**src/rtl/lcdc_pkg.sv**
```systemverilog
`timescale 1ns/1ps
// Package: shared types and constants for the LCD controller register file.
// Assumes a 32-bit control word layout; indices are offset divided by four.
package lcdc_pkg;

    typedef enum logic [1:0] {
        RGN_REG  = 2'd0,
        RGN_PAL  = 2'd1,
        RGN_ID   = 2'd2,
        RGN_NONE = 2'd3
    } region_e;

    // word indices inside the register region
    localparam logic [3:0] IX_TIM0   = 4'd0;
    localparam logic [3:0] IX_TIM1   = 4'd1;
    localparam logic [3:0] IX_TIM3   = 4'd3;
    localparam logic [3:0] IX_UPB    = 4'd4;
    localparam logic [3:0] IX_LOB    = 4'd5;
    localparam logic [3:0] IX_MASK   = 4'd6;
    localparam logic [3:0] IX_CTRL   = 4'd7;
    localparam logic [3:0] IX_RAW    = 4'd8;
    localparam logic [3:0] IX_MSKD   = 4'd9;
    localparam logic [3:0] IX_ICLR   = 4'd10;
    localparam logic [3:0] IX_CUR_UP = 4'd11;
    localparam logic [3:0] IX_CUR_LO = 4'd12;

    // control word bit positions
    localparam int CB_EN    = 0;
    localparam int CB_MODE  = 1;
    localparam int CB_RB    = 8;
    localparam int CB_BYTE  = 9;
    localparam int CB_PIX   = 10;
    localparam int CB_PWR   = 11;

    // identification byte for a given word of the top window
    function automatic logic [7:0] id_byte(input logic [2:0] sel);
        logic [7:0] b;
        case (sel)
            3'd0:    b = 8'h10;
            3'd1:    b = 8'h11;
            3'd2:    b = 8'h04;
            3'd3:    b = 8'h00;
            3'd4:    b = 8'h0D;
            3'd5:    b = 8'hF0;
            3'd6:    b = 8'h05;
            default: b = 8'hB1;
        endcase
        return b;
    endfunction

endpackage

```
**src/rtl/lcdc_addr_decode.sv**
```systemverilog
`timescale 1ns/1ps
// Module: lcdc_addr_decode
// Splits a byte offset into a region (registers, palette, identification,
// unmapped) plus the sub-index each region needs. Purely combinational.
// Assumes word-aligned offsets; the two low address bits are not decoded.
module lcdc_addr_decode
    import lcdc_pkg::*;
#(
    parameter int ADDR_W    = 12,
    parameter int PAL_IDX_W = 7,
    parameter logic [ADDR_W-1:0] PAL_BASE = 12'h200
) (
    input  logic [ADDR_W-1:0]    addr,
    output region_e              region,
    output logic [3:0]           reg_idx,
    output logic [PAL_IDX_W-1:0] pal_idx,
    output logic [2:0]           id_sel
);
    localparam int PAL_LSB = PAL_IDX_W + 2;

    logic [1:0] unused_low;
    assign unused_low = addr[1:0];

    assign reg_idx = addr[5:2];
    assign pal_idx = addr[PAL_LSB-1:2];
    assign id_sel  = addr[4:2];

    // classify the offset into one of the four regions
    always_comb begin
        region = RGN_NONE;
        if (addr[ADDR_W-1:6] == '0 && addr[5:2] <= IX_CUR_LO)
            region = RGN_REG;
        else if (addr[ADDR_W-1:PAL_LSB] == PAL_BASE[ADDR_W-1:PAL_LSB])
            region = RGN_PAL;
        else if (addr[ADDR_W-1:5] == '1)
            region = RGN_ID;
    end

endmodule

```
**src/rtl/lcdc_geometry.sv**
```systemverilog
`timescale 1ns/1ps
// Module: lcdc_geometry
// Holds panel columns and rows, recomputed whenever a timing word is
// written, and flags a size change while the display is on.
// Assumes at most one of t0_we/t1_we is high in a cycle.
module lcdc_geometry #(
    parameter int COL_W = 11,
    parameter int ROW_W = 11
) (
    input  logic             clk,
    input  logic             rst_n,
    input  logic             en_now,
    input  logic             t0_we,
    input  logic             t1_we,
    input  logic [5:0]       col_field,
    input  logic [9:0]       row_field,
    output logic [COL_W-1:0] cols,
    output logic [ROW_W-1:0] rows,
    output logic             resize
);
    logic [COL_W-1:0] col_calc;
    logic [ROW_W-1:0] row_calc;

    // width is (field + 1) * 16, height is field + 1
    assign col_calc = COL_W'((32'(col_field) + 32'd1) << 4);
    assign row_calc = ROW_W'(32'(row_field) + 32'd1);

    // update geometry and raise a one-cycle resize on a change while on
    always_ff @(posedge clk) begin
        if (!rst_n) begin
            cols   <= '0;
            rows   <= '0;
            resize <= 1'b0;
        end else begin
            resize <= 1'b0;
            if (t0_we) begin
                cols <= col_calc;
                if (en_now && col_calc != cols) resize <= 1'b1;
            end
            if (t1_we) begin
                rows <= row_calc;
                if (en_now && row_calc != rows) resize <= 1'b1;
            end
        end
    end

    AST_COLS_RULE: assert property (@(posedge clk) disable iff (!rst_n)
        t0_we |=> cols == COL_W'((({24'd0, $past(col_field), 2'b00} + 32'd4) * 32'd4)));
    AST_ROWS_RULE: assert property (@(posedge clk) disable iff (!rst_n)
        t1_we |=> rows == ROW_W'({22'd0, $past(row_field)} + 32'd1));
    AST_RESIZE_WHEN_ON: assert property (@(posedge clk) disable iff (!rst_n)
        resize |-> $past(en_now));
    AST_RESIZE_NO_IDLE: assert property (@(posedge clk) disable iff (!rst_n)
        (!t0_we && !t1_we) |=> !resize);

endmodule

```
**src/rtl/lcdc_irq.sv**
```systemverilog
`timescale 1ns/1ps
// Module: lcdc_irq
// Sticky interrupt status with an enable mask and write-one-to-clear.
// Assumes set pulses come from the same clock domain; set beats clear.
module lcdc_irq #(
    parameter int IRQ_W = 5
) (
    input  logic             clk,
    input  logic             rst_n,
    input  logic [IRQ_W-1:0] set,
    input  logic             mask_we,
    input  logic             clr_we,
    input  logic [IRQ_W-1:0] wdata,
    output logic [IRQ_W-1:0] mask,
    output logic [IRQ_W-1:0] raw,
    output logic [IRQ_W-1:0] masked
);
    logic [IRQ_W-1:0] clr_bits;

    assign clr_bits = clr_we ? wdata : '0;
    assign masked   = raw & mask;

    // keep mask and status; new sets are ORed in after clearing
    always_ff @(posedge clk) begin
        if (!rst_n) begin
            mask <= '0;
            raw  <= '0;
        end else begin
            if (mask_we) mask <= wdata;
            raw <= (raw & ~clr_bits) | set;
        end
    end

    AST_SET_STICKS: assert property (@(posedge clk) disable iff (!rst_n)
        (|set) |=> ((raw & $past(set)) == $past(set)));
    AST_W1C_CLEARS: assert property (@(posedge clk) disable iff (!rst_n)
        clr_we |=> ((raw & $past(wdata) & ~$past(set)) == '0));
    AST_NO_SPURIOUS: assert property (@(posedge clk) disable iff (!rst_n)
        (!clr_we && set == '0) |=> $stable(raw));

endmodule

```
**src/rtl/lcdc_regfile.sv**
```systemverilog
`timescale 1ns/1ps
// Module: lcdc_regfile (top)
// Bus-facing register bank of a colour LCD controller: timing words, frame
// bases, interrupt mask/status/clear, control word, palette forwarding and
// an identification window. Read data and error are registered one cycle.
// Assumes one access per cycle and word-aligned offsets.
module lcdc_regfile
    import lcdc_pkg::*;
#(
    parameter int ADDR_W    = 12,
    parameter int DATA_W    = 32,
    parameter int IRQ_W     = 5,
    parameter int PAL_IDX_W = 7,
    parameter int COL_W     = 11,
    parameter int ROW_W     = 11
) (
    input  logic                 clk,
    input  logic                 rst_n,
    input  logic                 bus_sel,
    input  logic                 bus_wr,
    input  logic [ADDR_W-1:0]    bus_addr,
    input  logic [DATA_W-1:0]    bus_wdata,
    output logic [DATA_W-1:0]    bus_rdata,
    output logic                 bus_err,
    input  logic [IRQ_W-1:0]     irq_set,
    output logic                 pal_we,
    output logic [PAL_IDX_W-1:0] pal_idx,
    output logic [DATA_W-1:0]    pal_wdata,
    output logic [COL_W-1:0]     panel_cols,
    output logic [ROW_W-1:0]     panel_rows,
    output logic [2:0]           pix_mode,
    output logic                 disp_on,
    output logic                 swap_rb,
    output logic                 byte_be,
    output logic                 pixel_be,
    output logic [DATA_W-1:0]    upper_base,
    output logic [DATA_W-1:0]    lower_base,
    output logic                 resize_pulse
);
    localparam int TIM_N = 4;

    region_e              rgn;
    logic [3:0]           widx;
    logic [PAL_IDX_W-1:0] pidx;
    logic [2:0]           isel;

    lcdc_addr_decode #(
        .ADDR_W    (ADDR_W),
        .PAL_IDX_W (PAL_IDX_W)
    ) u_dec (
        .addr    (bus_addr),
        .region  (rgn),
        .reg_idx (widx),
        .pal_idx (pidx),
        .id_sel  (isel)
    );

    logic wr_go, rd_go, reg_wr_ok, pal_wr_ok, rd_ok, acc_bad;
    assign wr_go     = bus_sel & bus_wr;
    assign rd_go     = bus_sel & ~bus_wr;
    assign reg_wr_ok = wr_go && rgn == RGN_REG && (widx <= IX_CTRL || widx == IX_ICLR);
    assign pal_wr_ok = wr_go && rgn == RGN_PAL;
    assign rd_ok     = rd_go && (rgn == RGN_PAL || rgn == RGN_ID ||
                                 (rgn == RGN_REG && widx != IX_ICLR));
    assign acc_bad   = bus_sel && !(rd_ok || reg_wr_ok || pal_wr_ok);

    // one write strobe per timing word
    logic [TIM_N-1:0] tim_we;
    for (genvar g = 0; g < TIM_N; g++) begin : g_tim_we
        assign tim_we[g] = reg_wr_ok && widx == 4'(g);
    end

    logic [DATA_W-1:0] tim_q [TIM_N];
    logic [DATA_W-1:0] ctl_q;

    // store timing words, frame bases and control word
    always_ff @(posedge clk) begin
        if (!rst_n) begin
            for (int i = 0; i < TIM_N; i++) tim_q[i] <= '0;
            upper_base <= '0;
            lower_base <= '0;
            ctl_q      <= '0;
        end else begin
            for (int i = 0; i < TIM_N; i++)
                if (tim_we[i]) tim_q[i] <= bus_wdata;
            if (reg_wr_ok && widx == IX_UPB)  upper_base <= bus_wdata;
            if (reg_wr_ok && widx == IX_LOB)  lower_base <= bus_wdata;
            if (reg_wr_ok && widx == IX_CTRL) ctl_q      <= bus_wdata;
        end
    end

    // control word decode for the pixel pipeline
    assign disp_on  = ctl_q[CB_EN] & ctl_q[CB_PWR];
    assign pix_mode = ctl_q[CB_MODE+2:CB_MODE];
    assign swap_rb  = ctl_q[CB_RB];
    assign byte_be  = ctl_q[CB_BYTE];
    assign pixel_be = ctl_q[CB_PIX];

    logic [IRQ_W-1:0] irq_mask, irq_raw, irq_mskd;

    lcdc_irq #(.IRQ_W(IRQ_W)) u_irq (
        .clk     (clk),
        .rst_n   (rst_n),
        .set     (irq_set),
        .mask_we (reg_wr_ok && widx == IX_MASK),
        .clr_we  (reg_wr_ok && widx == IX_ICLR),
        .wdata   (bus_wdata[IRQ_W-1:0]),
        .mask    (irq_mask),
        .raw     (irq_raw),
        .masked  (irq_mskd)
    );

    lcdc_geometry #(.COL_W(COL_W), .ROW_W(ROW_W)) u_geo (
        .clk       (clk),
        .rst_n     (rst_n),
        .en_now    (disp_on),
        .t0_we     (tim_we[IX_TIM0]),
        .t1_we     (tim_we[IX_TIM1]),
        .col_field (bus_wdata[7:2]),
        .row_field (bus_wdata[9:0]),
        .cols      (panel_cols),
        .rows      (panel_rows),
        .resize    (resize_pulse)
    );

    // read multiplexer over registers and the identification window
    logic [DATA_W-1:0] rd_val;
    always_comb begin
        rd_val = '0;
        if (rgn == RGN_ID) begin
            rd_val = {{(DATA_W-8){1'b0}}, id_byte(isel)};
        end else if (rgn == RGN_REG) begin
            case (widx)
                IX_UPB, IX_CUR_UP: rd_val = upper_base;
                IX_LOB, IX_CUR_LO: rd_val = lower_base;
                IX_MASK:           rd_val = DATA_W'(irq_mask);
                IX_CTRL:           rd_val = ctl_q;
                IX_RAW:            rd_val = DATA_W'(irq_raw);
                IX_MSKD:           rd_val = DATA_W'(irq_mskd);
                default:           if (widx <= IX_TIM3) rd_val = tim_q[widx[1:0]];
            endcase
        end
    end

    // register the bus response one cycle after the access
    always_ff @(posedge clk) begin
        if (!rst_n) begin
            bus_rdata <= '0;
            bus_err   <= 1'b0;
        end else begin
            bus_rdata <= rd_ok ? rd_val : '0;
            bus_err   <= acc_bad;
        end
    end

    // forward palette window writes as a one-cycle strobe
    always_ff @(posedge clk) begin
        if (!rst_n) begin
            pal_we    <= 1'b0;
            pal_idx   <= '0;
            pal_wdata <= '0;
        end else begin
            pal_we <= pal_wr_ok;
            if (pal_wr_ok) begin
                pal_idx   <= pidx;
                pal_wdata <= bus_wdata;
            end
        end
    end

    AST_ERR_READS_ZERO: assert property (@(posedge clk) disable iff (!rst_n)
        bus_err |-> bus_rdata == '0);
    AST_ERR_NO_PAL: assert property (@(posedge clk) disable iff (!rst_n)
        bus_err |-> !pal_we);
    AST_ENABLE_BOTH: assert property (@(posedge clk) disable iff (!rst_n)
        (reg_wr_ok && widx == IX_CTRL) |=>
            disp_on == ($past(bus_wdata[CB_EN]) && $past(bus_wdata[CB_PWR])));
    AST_PAL_FORWARD: assert property (@(posedge clk) disable iff (!rst_n)
        (bus_sel && bus_wr && bus_addr[ADDR_W-1:PAL_IDX_W+2] == 3'b001) |=>
            (pal_we && pal_idx == $past(bus_addr[PAL_IDX_W+1:2])));
    AST_PAL_ONLY_ON_WRITE: assert property (@(posedge clk) disable iff (!rst_n)
        pal_we |-> $past(bus_sel && bus_wr));

endmodule

```
**config.mk**
```make
export PLATFORM = sky130hd
export DESIGN_NAME = lcdc_regfile
export DESIGN_NICKNAME = d
export VERILOG_FILES = /design/src/rtl/lcdc_pkg.sv /design/src/rtl/lcdc_addr_decode.sv /design/src/rtl/lcdc_geometry.sv /design/src/rtl/lcdc_irq.sv /design/src/rtl/lcdc_regfile.sv
export SDC_FILE = /design/constraint.sdc
export NUM_CORES = 1
export LEC_CHECK = 0
export ABC_AREA = 1
export BUFFER_PORTS_ARGS = -buffer_cell sky130_fd_sc_hd__buf_2
export CORE_MARGIN = 1
export CORE_UTILIZATION = 40
export CTS_CLUSTER_SIZE = 30
export DETAILED_ROUTE_END_ITERATION = 6
export PLACE_DENSITY = 0.7
export SLEW_MARGIN = 5
export SYNTH_ARGS = -nofsm -noshare
export SYNTH_HDL_FRONTEND = slang
export SYNTH_SLANG_ARGS = --single-unit
```
**constraint.sdc**
```tcl
create_clock -name clk -period 5.6 [get_ports clk]
set_input_delay 0.56 -clock clk [delete_from_list [all_inputs] [get_ports clk]]
set_output_delay 0.56 -clock clk [all_outputs]
set_load 0.005 [all_outputs]
```
==> metrics.txt <==
routed via count=~11k; initial antenna violation count=1; crit-path cells=buf_2 -> nand2_1 -> nor2_1 -> nor4_1 -> a41oi_1 -> inv_1 -> ha_1 -> inv_1 -> nor3_4 -> nand3_1 -> nor2_4 -> buf_4 -> o21ai_0 -> a21oi_1; max-cap check violation count=0; post-CTS sizing=0; Hold WC Path Type=in2reg; 1st-iter DRT viols=approximately 1.0k; clock root cell=clkbuf_16; Fin Setup TNS=0 ns; die width=~180 µm; skew final=0.01188 ns; worst-margin pin slew=between 1 and 1.5 ns; GR met2 Demand/Resource=0.3814; Yosys reg bits=about 330; number of routed nets with antenna violations=0; Worst setup EP type=flip-flop; Fmax=0.3078 GHz; CTS Buffer Depth=3; placed cells=2015; reg2reg start=tim_q[0][1]; Layout fillers=~3.0k; pin count of the biggest net entering global routing=85; run status=completed; first-pass GRT wire length=around 60 mm; kind of critical path=in2reg; gr busiest metal=met2; final wirelength=approximately 39 mm; total track usage=0.2302; multi-input logic area=roughly 4600 µm²; Hold Crit Start=irq_set[0]; CP arrival=roughly 3.7 ns; Synth Flop Type=dfxtp_1; vias in the first global route=around 11k; CP max FO=around 40; CP max-delay cell=nor2_4; Post-CTS Repair Setup Buffers=0; warnings from Yosys=0; DRC Markers=0; hold-fix buffers at CTS=0; Rows=65; leakage power figure=roughly 6.6 nW; TritonRoute pass-1 iters=5; Finished Layout Cells=between 2k and 2.5k; CP required=roughly 6.0 ns; Mean Syn Cell Area=9.085 µm²; clk sink count=between 300 and 400; Layout area overhead=19.71%; synthesized area=13120 µm²; FF-to-FF setup slack=4.25 ns; worst skew pair latency=approximately 0.51 ns; CTS tree=done; Gate Count Post-Synth=approximately 1.4k; time the worst path needs with I/O delays and setup=about 3.2 ns; fin. max-slew vios=0; routability cong.=0.8491; total area of sequential cells=approximately 7800 µm²; Yosys cell types=38; Critical Path Sink=upper_base[23]; core region area=approximately 32000 µm²; post-DR wirelength/cell=~19 µm; # IOs=between 200 and 250; end of the worst register-to-register path=bus_rdata[1]; critical path launch point=bus_addr[5]; H-tree depth=2; Power Dens Cells=about 330 nW/µm²; layout cells sized above 1=0.1940; Post-synth EDFFs=128; sequential area share after synthesis=0.5951; reg2reg path depth=4; Die Span Y=about 180 µm; Worst path max stage delay=between 0.8 and 0.9 ns; RSZ-0062 raised after global routing=false; Initial Util=0.4115; cell mode on critical path=inv_1; die area=between 30000 and 40000 µm²; met1 Use GR=0.2971; VDD IR max=0.1587 mV; max_slew headroom=0.2171; Setup violations, final=0; Final Hold Violating Endpoints=0; Final period util=0.5801; port bufs=~210; DR vias/cell=around 5.4; Final #Nets=1676; asr flop ratio synth=0; GR Overflow Total=0; post-DP HPWL=24.70 mm; CTS Buf Count=36; Startpoint Class=input pin; M3 GR Usage=0.03693; Clk pin slew, worst setup/hold paths=0.06 ns
==> state kept, by name, summed over array words and instances, names as in the netlist <==
register and count:
pal_we 1, u_irq.mask 5, bus_err 1, lower_base 32, u_geo.rows 11, bus_rdata 32, u_geo.cols 7, u_irq.raw 5
pal_wdata 32, ctl_q 32, pal_idx 7, u_geo.resize 1, tim_q 128, upper_base 32
==> final cells by class <==
type                    count  area share
clock buffers              51     0.07098
clock inverters            13    0.005577
repair buffers            230     0.07616
well taps                 435     0.03466
multi-input cells         929      0.2926
flip-flops and latches    326      0.4971
inverters                  95     0.02271
diodes                      1   0.0001593
==> cells by family (layout without fill, tap and decap cells) <==
| group | after synthesis | count (layout) | share of synthesized area |
|---|---|---|---|
| xor+xnor | 5 | 5 | 0.003338 |
| compound gates | 398 | 398 | 0.1701 |
| flops | 326 | 326 | 0.5951 |
| buf+inv | 192 | 389 | 0.06161 |
| simple gates | 517 | 517 | 0.1648 |
| other cells | 1 | 5 | 0.0002858 |
| fa+ha+maj | 5 | 5 | 0.004769 |
==> worst max-delay path, delay by kind of cell <==
| kind | cells | cell delay, ns |
|---|---|---|
| AND/OR/NAND/NOR | 6 | 1.80 |
| AO/OA/AOI/OAI | 3 | 0.37 |
| buffers and inverters | 4 | 0.77 |
| adder cells (fa/ha/maj) | 1 | 0.17 |
==> per-layer routing <==
| metal | wire length (µm) | vias up |
|---|---|---|
| met1 | 16200 | 5380 |
| met3 | 2808 | 92 |
| li1 | - | 5327 |
| met5 | 0 | - |
| met4 | 1501 | 0 |
| met2 | 18720 | 504 |
==> worst min-delay path by stage <==
stage,end,slack (ns),cells past startpoint
floorplan,u_irq.raw[3],0.45,2
detailed placement,pal_wdata[22],0.47,2
finish,u_irq.raw[0],0.28,3
global placement,pal_wdata[22],0.46,2
CTS,u_irq.raw[0],0.27,3
global route,u_irq.raw[0],0.29,3
==> where the power goes <==
part / internal, mW / total (mW) / switching, mW
Sequential: 2.52 / 2.53 / 0.0169
Clock: 1.43 / 2.37 / 0.933
Combinational: 0.0687 / 0.272 / 0.204
Total: 4.02 / 5.17 / 1.15
==> stage by stage <==
stage,setup WS [ns],power [mW],hold slack [ns],area (µm²),utilization
after floorplan,0.5732,2.743,0.4494,13130,-
after global placement,1.887,2.846,0.4594,14500,0.4548
after detailed placement,1.840,2.853,0.4679,14500,0.4548
after CTS,2.344,5.193,0.2742,15700,0.4925
after global routing,2.115,5.322,0.2877,15710,0.4926
final,2.352,5.170,0.2827,15710,0.4926
==> cells in the mapped netlist, types with 26 or more instances <==
| master | number | area [µm²] |
|---|---|---|
| a21oi_1 | 130 | 650.6 |
| a22oi_1 | 60 | 450.4 |
| a31oi_1 | 26 | 162.7 |
| buf_2 | 28 | 140.1 |
| clkbuf_1 | 57 | 214.0 |
| dfxtp_1 | 198 | 3964 |
| edfxtp_1 | 128 | 3844 |
| inv_1 | 78 | 292.8 |
| nand2_1 | 240 | 900.9 |
| nand3_1 | 104 | 520.5 |
| nor2_1 | 146 | 548.0 |
| o21ai_0 | 150 | 750.7 |
==> placed cells by master (no fill, tap or decap), types with 5 or more instances in the layout <==
cell       count
nor2_4         6
nor2_1       144
clkbuf_16     41
clkinv_1      11
o21ai_4        5
o22ai_1       16
nand4_1       10
a21oi_1      130
inv_2         11
inv_1         78
a22oi_1       60
buf_4         18
buf_2        212
clkinv_2       6
nand3_1      104
clkbuf_8       5
nand2_1      239
ha_1           5
a31oi_1       26
o21ai_0      148
edfxtp_1     128
dfxtp_1      198
o21ai_1        5
Note: power is estimated with default switching activity, not from simulation.
